$ cat src/rtl/ld_pkg.sv
// Package ld_pkg
// Shared types for the lock detector: the action the run counter takes
// in a given cycle. Assumes nothing beyond IEEE 1800-2017.
package ld_pkg;
    typedef enum logic [1:0] {
        LD_HOLD  = 2'd0,
        LD_CLEAR = 2'd1,
        LD_STEP  = 2'd2
    } ld_act_e;
endpackage

$ cat src/rtl/ld_window_cmp.sv
// Module ld_window_cmp
// Decides whether a phase-error magnitude lies inside the selected window.
// Assumes the magnitude is already an unsigned count of timing-clock ticks.
module ld_window_cmp #(
    parameter int MAG_W      = 8,
    parameter int COARSE_WIN = 16,
    parameter int FINE_WIN   = 6
) (
    input  logic             fine_sel_i,
    input  logic [MAG_W-1:0] err_mag_i,
    output logic             in_win_o
);
    localparam logic [MAG_W-1:0] COARSE_LIM = MAG_W'(COARSE_WIN);
    localparam logic [MAG_W-1:0] FINE_LIM   = MAG_W'(FINE_WIN);

    logic [MAG_W-1:0] win_lim;

    // Pick the window limit and compare inclusively.
    always_comb begin
        win_lim  = fine_sel_i ? FINE_LIM : COARSE_LIM;
        in_win_o = (err_mag_i <= win_lim);
    end
endmodule

$ cat src/rtl/ld_ctrl.sv
// Module ld_ctrl
// Turns enable, acquisition strobe, selection changes and sample quality
// into one counter action per cycle. The restart conditions take precedence
// over any sample in the same cycle. Assumes the selects come from the same clock.
module ld_ctrl
    import ld_pkg::*;
(
    input  logic    clk,
    input  logic    rst_n,
    input  logic    det_en_i,
    input  logic    len_sel_i,
    input  logic    fine_sel_i,
    input  logic    acq_start_i,
    input  logic    err_valid_i,
    input  logic    in_win_i,
    output ld_act_e act_o,
    output logic    sel_chg_o
);
    logic len_sel_q;
    logic fine_sel_q;

    // Remember the previous selects; during reset they follow the inputs.
    always_ff @(posedge clk) begin
        len_sel_q  <= len_sel_i;
        fine_sel_q <= fine_sel_i;
    end

    // Detect a selection change relative to the previous cycle.
    always_comb begin
        sel_chg_o = (len_sel_i != len_sel_q) || (fine_sel_i != fine_sel_q);
    end

    // Choose the counter action with restart conditions first.
    always_comb begin
        if (!rst_n || !det_en_i || acq_start_i || sel_chg_o) begin
            act_o = LD_CLEAR;
        end else if (err_valid_i && in_win_i) begin
            act_o = LD_STEP;
        end else if (err_valid_i) begin
            act_o = LD_CLEAR;
        end else begin
            act_o = LD_HOLD;
        end
    end
endmodule

$ cat src/rtl/ld_run_counter.sv
// Module ld_run_counter
// Saturating counter of consecutive accepted samples. It exposes both the
// registered count and the next-state value so that the lock flag can be
// updated on the same edge. Assumes lim_i never exceeds the counter range.
module ld_run_counter
    import ld_pkg::*;
#(
    parameter int CW = 12
) (
    input  logic          clk,
    input  logic          rst_n,
    input  ld_act_e       act_i,
    input  logic [CW-1:0] lim_i,
    output logic [CW-1:0] cnt_o,
    output logic [CW-1:0] cnt_nxt_o
);
    logic [CW-1:0] cnt_q;

    // Compute the next count: clear, hold, or step with saturation.
    always_comb begin
        unique case (act_i)
            LD_CLEAR: cnt_nxt_o = '0;
            LD_STEP:  cnt_nxt_o = (cnt_q >= lim_i) ? lim_i : cnt_q + 1'b1;
            default:  cnt_nxt_o = cnt_q;
        endcase
    end

    // Register the count; reset empties it.
    always_ff @(posedge clk) begin
        if (!rst_n) begin
            cnt_q <= '0;
        end else begin
            cnt_q <= cnt_nxt_o;
        end
    end

    assign cnt_o = cnt_q;

    AST_IDLE_HOLD: assert property (@(posedge clk) disable iff (!rst_n)
        (act_i == LD_HOLD) |=> (cnt_q == $past(cnt_q)))
        else $error("counter moved on an idle cycle");

    AST_CLEAR_EMPTIES: assert property (@(posedge clk) disable iff (!rst_n)
        (act_i == LD_CLEAR) |=> (cnt_q == '0))
        else $error("counter not empty after clear");
endmodule

$ cat src/rtl/pll_lock_detect.sv
// Module pll_lock_detect
// Lock detector: counts consecutive in-window phase-error samples and
// holds lock_o high once the selected run length is reached. Assumes one
// err_valid_i pulse per reference cycle, synchronous to clk.
module pll_lock_detect
    import ld_pkg::*;
#(
    parameter int MAG_W      = 8,
    parameter int COARSE_WIN = 16,
    parameter int FINE_WIN   = 6,
    parameter int LONG_RUN   = 3072,
    parameter int SHORT_RUN  = 2048
) (
    input  logic             clk,
    input  logic             rst_n,
    input  logic             det_en_i,
    input  logic             len_sel_i,
    input  logic             fine_sel_i,
    input  logic             acq_start_i,
    input  logic             err_valid_i,
    input  logic [MAG_W-1:0] err_mag_i,
    output logic             lock_o
);
    localparam int CW = $clog2(((LONG_RUN > SHORT_RUN) ? LONG_RUN : SHORT_RUN) + 1);
    localparam logic [CW-1:0] LONG_LIM  = CW'(LONG_RUN);
    localparam logic [CW-1:0] SHORT_LIM = CW'(SHORT_RUN);

    logic          in_win;
    logic          sel_chg;
    ld_act_e       act;
    logic [CW-1:0] run_lim;
    logic [CW-1:0] cnt;
    logic [CW-1:0] cnt_nxt;
    logic          lock_q;

    ld_window_cmp #(
        .MAG_W      (MAG_W),
        .COARSE_WIN (COARSE_WIN),
        .FINE_WIN   (FINE_WIN)
    ) u_win (
        .fine_sel_i (fine_sel_i),
        .err_mag_i  (err_mag_i),
        .in_win_o   (in_win)
    );

    ld_ctrl u_ctrl (
        .clk         (clk),
        .rst_n       (rst_n),
        .det_en_i    (det_en_i),
        .len_sel_i   (len_sel_i),
        .fine_sel_i  (fine_sel_i),
        .acq_start_i (acq_start_i),
        .err_valid_i (err_valid_i),
        .in_win_i    (in_win),
        .act_o       (act),
        .sel_chg_o   (sel_chg)
    );

    // Select the run length that qualifies lock.
    always_comb begin
        run_lim = len_sel_i ? SHORT_LIM : LONG_LIM;
    end

    ld_run_counter #(
        .CW (CW)
    ) u_cnt (
        .clk       (clk),
        .rst_n     (rst_n),
        .act_i     (act),
        .lim_i     (run_lim),
        .cnt_o     (cnt),
        .cnt_nxt_o (cnt_nxt)
    );

    // Update the lock flag on the same edge the count reaches the limit.
    always_ff @(posedge clk) begin
        if (!rst_n) begin
            lock_q <= 1'b0;
        end else begin
            lock_q <= (cnt_nxt == run_lim);
        end
    end

    assign lock_o = lock_q;

    AST_DISABLED_LOW: assert property (@(posedge clk) disable iff (!rst_n)
        !det_en_i |=> !lock_o)
        else $error("lock high while disabled");

    AST_START_DROPS: assert property (@(posedge clk) disable iff (!rst_n)
        acq_start_i |=> (!lock_o && cnt == '0))
        else $error("acquisition start did not drop lock");

    AST_MISS_DROPS: assert property (@(posedge clk) disable iff (!rst_n)
        (err_valid_i && !in_win) |=> !lock_o)
        else $error("rejected sample did not drop lock");

    AST_SEL_RESTART: assert property (@(posedge clk) disable iff (!rst_n)
        sel_chg |=> (!lock_o && cnt == '0))
        else $error("selection change did not restart");

    AST_NO_OVERFLOW: assert property (@(posedge clk) disable iff (!rst_n)
        !sel_chg |-> (cnt <= run_lim))
        else $error("count beyond run length");

    AST_LOCK_AT_LIMIT: assert property (@(posedge clk) disable iff (!rst_n)
        (lock_o && !sel_chg) |-> (cnt == run_lim))
        else $error("lock high below run length");
endmodule

$ cat config.mk
export PLATFORM = sky130hd
export DESIGN_NAME = pll_lock_detect
export DESIGN_NICKNAME = d
export VERILOG_FILES = /design/src/rtl/ld_pkg.sv /design/src/rtl/ld_window_cmp.sv /design/src/rtl/ld_ctrl.sv /design/src/rtl/ld_run_counter.sv /design/src/rtl/pll_lock_detect.sv
export SDC_FILE = /design/constraint.sdc
export NUM_CORES = 1
export LEC_CHECK = 0
export BUFFER_PORTS_ARGS = -buffer_cell sky130_fd_sc_hd__buf_2
export CORE_MARGIN = 3
export CORE_UTILIZATION = 39
export DETAILED_ROUTE_END_ITERATION = 7
export PLACE_DENSITY = 0.6
export SYNTH_ARGS = -nofsm -noshare
export SYNTH_HDL_FRONTEND = slang
export SYNTH_SLANG_ARGS = --single-unit
$ cat constraint.sdc
create_clock -name clk -period 7.2 [get_ports clk]
set_input_delay 1.44 -clock clk [delete_from_list [all_inputs] [get_ports clk]]
set_output_delay 1.44 -clock clk [all_outputs]
set_load 0.005 [all_outputs]
==> results.ini <==
[layout]
instances_no_fill = 178
layout-drive-gt1-share = 0.211
multi_input_area_sq_um = 791
nets = 169
layout_common_cells = buf_2 (15), dfxtp_1 (15), nand2_1 (12)
fillers = 299
area_delta_synth_final_pct = 5.09
antenna_cells = 0
ff_latch_area_sq_um = 300

[detailed_routing]
finalWirelength_um = 2610
drt-vias-per-instance = 5.93
via_count = 1055
drt_first_pass_iters = 5
ant_nets = 0
drt-met1-wl_um = 1260
drt_iter0_markers = 92
drc = 0
wl_met3_um = 137
top_layer = met4
detail_route.wl_per_cell_um = 14.6
met2WireLength_um = 1180

[sta]
finalSetupViolCount = 0
fmax_mhz = 280
finalCriticalPeriod_ns = 3.57
finClkSkew_ns = 0.00863
tns_ns = 0
maxSlewViolCount = 0
slew_headroom = 0.514
worst_pin_slew_ns = 0.725
rsz0062_at_grt = no
fin_ws_ns = 3.63
fin_crit_sh = 0.495
hold_viol_final = 0

[placed_design]
dp_slack_ns = 3.37
dp_cells = 174
finalWeightedCongestion = 0.846
dpl.hpwl_um = 1950
port_buffers = 15

[cts]
cts_buffer_depth = 2
root_buffer = clkbuf_4
cts-resized-gates = 0
post_cts_buffers = 0
clock-sinks = 15
hold_buffers = 0
htree_levels = 1
clk_pin_slew_worst_paths_ns = 0.10
cts_tree = done
clkLatencyLatePin_ns = 0.29
cts_made_buffers = 3

[power]
finalPower_w = 0.000154
peakVddDrop_v = 0.0000555
p_per_area_mw_per_mm2 = 121
p_leak_nw = 0.477

[worst_setup_path]
crit_family = compound AO/OA/AOI/OAI gates
cp-start-kind = input pin
critical_path_peak_fanout = 11
worstPathArrival_ns = 3.74
worstSetupStartpoint = fine_sel_i
cp.required_ns = 7.37
timing.critical_path.cells = buf_2, inv_1, ha_1, nor2b_1, o31a_1, o21ai_1, nand3_1, o211ai_1, a21boi_1, a2111oi_2
crit_type = in2reg
reg2reg_from = u_cnt.cnt_o[10]
crit_buf_inv = 2
max_stage_delay_ns = 0.45
endpoint_kind = flip-flop
reg2reg_slack_ns = 4.62
crit_slowest_cell = nand3_1

[synthesis]
ys.flop_type = dfxtp_1
synth.avg_cell_area_sq_um = 8.79
synth_cell_types = 51
synth_area_leader_cell = dfxtp_1
synth_area_sq_mm = 0.00120
synth_top_area_share = 0.249
synth_nets = 158
async_flop_share = 0
seq_area_frac_synth = 0.249
syn_inst = 137
synth_area_leaders = dfxtp_1 (25%), ha_1 (6.2%), nand3_1 (4.2%), nand2_1 (3.7%), nor4_4 (3.5%)
yosys_warnings = 0
synth_edf_count = 0
synth_seq_cells = 15

[die]
die_h_um = 61.6
ioPinCount = 16
fp.dieW_um = 61.6
std_cell_rows = 19
core_sq_mm = 0.00285
start_util = 0.422
die_area_sq_mm = 0.00379

[grt]
grtUsageTotal = 0.153
grt_max_degree = 14
grt_pass1_vias = 969
grt_overflow = 0
antenna_found_initial = 0
grt_pass1_wl_um = 4420

[run_status]
outcome = completed

[run]
drv_cap = 0

[min_path]
hold_class = reg2reg
hold_start = u_cnt.cnt_o[10]

## layout make-up
cell class | instances | share of cell area
multi-input combinational | 104 | 0.625
sequential | 15 | 0.237
timing repair buffer | 15 | 0.0593
tap | 31 | 0.0307
inverter | 9 | 0.0267
clock buffer | 4 | 0.0208
## power breakdown
part | total, W | internal [W] | switching (W)
sequential | 0.0000843 | 0.0000836 | 0.000000678
clock | 0.0000496 | 0.0000215 | 0.0000281
combinational | 0.0000197 | 0.00000946 | 0.0000103
total | 0.000154 | 0.000115 | 0.0000390
## final timing paths
path,to,cells after the start
worst max register to register,lock_o,8
worst min register to register,u_cnt.cnt_o[10],1
worst min-delay path,u_cnt.cnt_o[10],1
worst max-delay path,lock_o,10
## metal layers
metal | vias to the layer above | global-route usage
met5 | - | 0
met4 | 0 | 0.0485
met3 | 4 | 0.0314
met2 | 30 | 0.229
met1 | 494 | 0.219
li1 | 527 | -
## sequential cells by signal, summed over array words and instances (netlist names)
signal             cells
u_ctrl.len_sel_q       1
u_cnt.cnt_o           12
u_ctrl.fine_sel_q      1
lock_o                 1
## cells in the mapped netlist, types with 2 or more instances
cell / instances
inv_1: 8
a31oi_1: 2
nor4_4: 2
xor2_1: 3
xnor2_1: 2
nand2_1: 12
nand3_1: 10
o211a_1: 2
buf_6: 3
o211ai_1: 2
ha_1: 6
and3_1: 2
nand4_1: 3
buf_4: 2
dfxtp_1: 15
nor3_1: 2
or4_1: 2
nor2_1: 8
o21ai_0: 8
o2111ai_1: 2
a21oi_1: 3
o31ai_1: 5
nand2b_1: 3
nor4_1: 2
nor2b_1: 2
## logic make-up after synthesis
group,Yosys count,synth area share
buffers and inverters,18,0.0935
DFF,15,0.249
AOI/OAI and AO/OA,37,0.230
adders and majority gates,6,0.0624
xor gates and xnor gates,7,0.0728
and+or+nand+nor,54,0.292
## per-stage QoR
step / utilization / cell area, sq um / hold slack [ns]
2_1_floorplan: - / 1200 / 0.487
3_3_place_gp: 0.434 / 1240 / 0.526
3_5_place_dp: 0.434 / 1240 / 0.530
4_1_cts: 0.443 / 1260 / 0.554
5_1_grt: 0.443 / 1260 / 0.575
6_report: 0.443 / 1260 / 0.560
(Power assumes the default switching activity.)
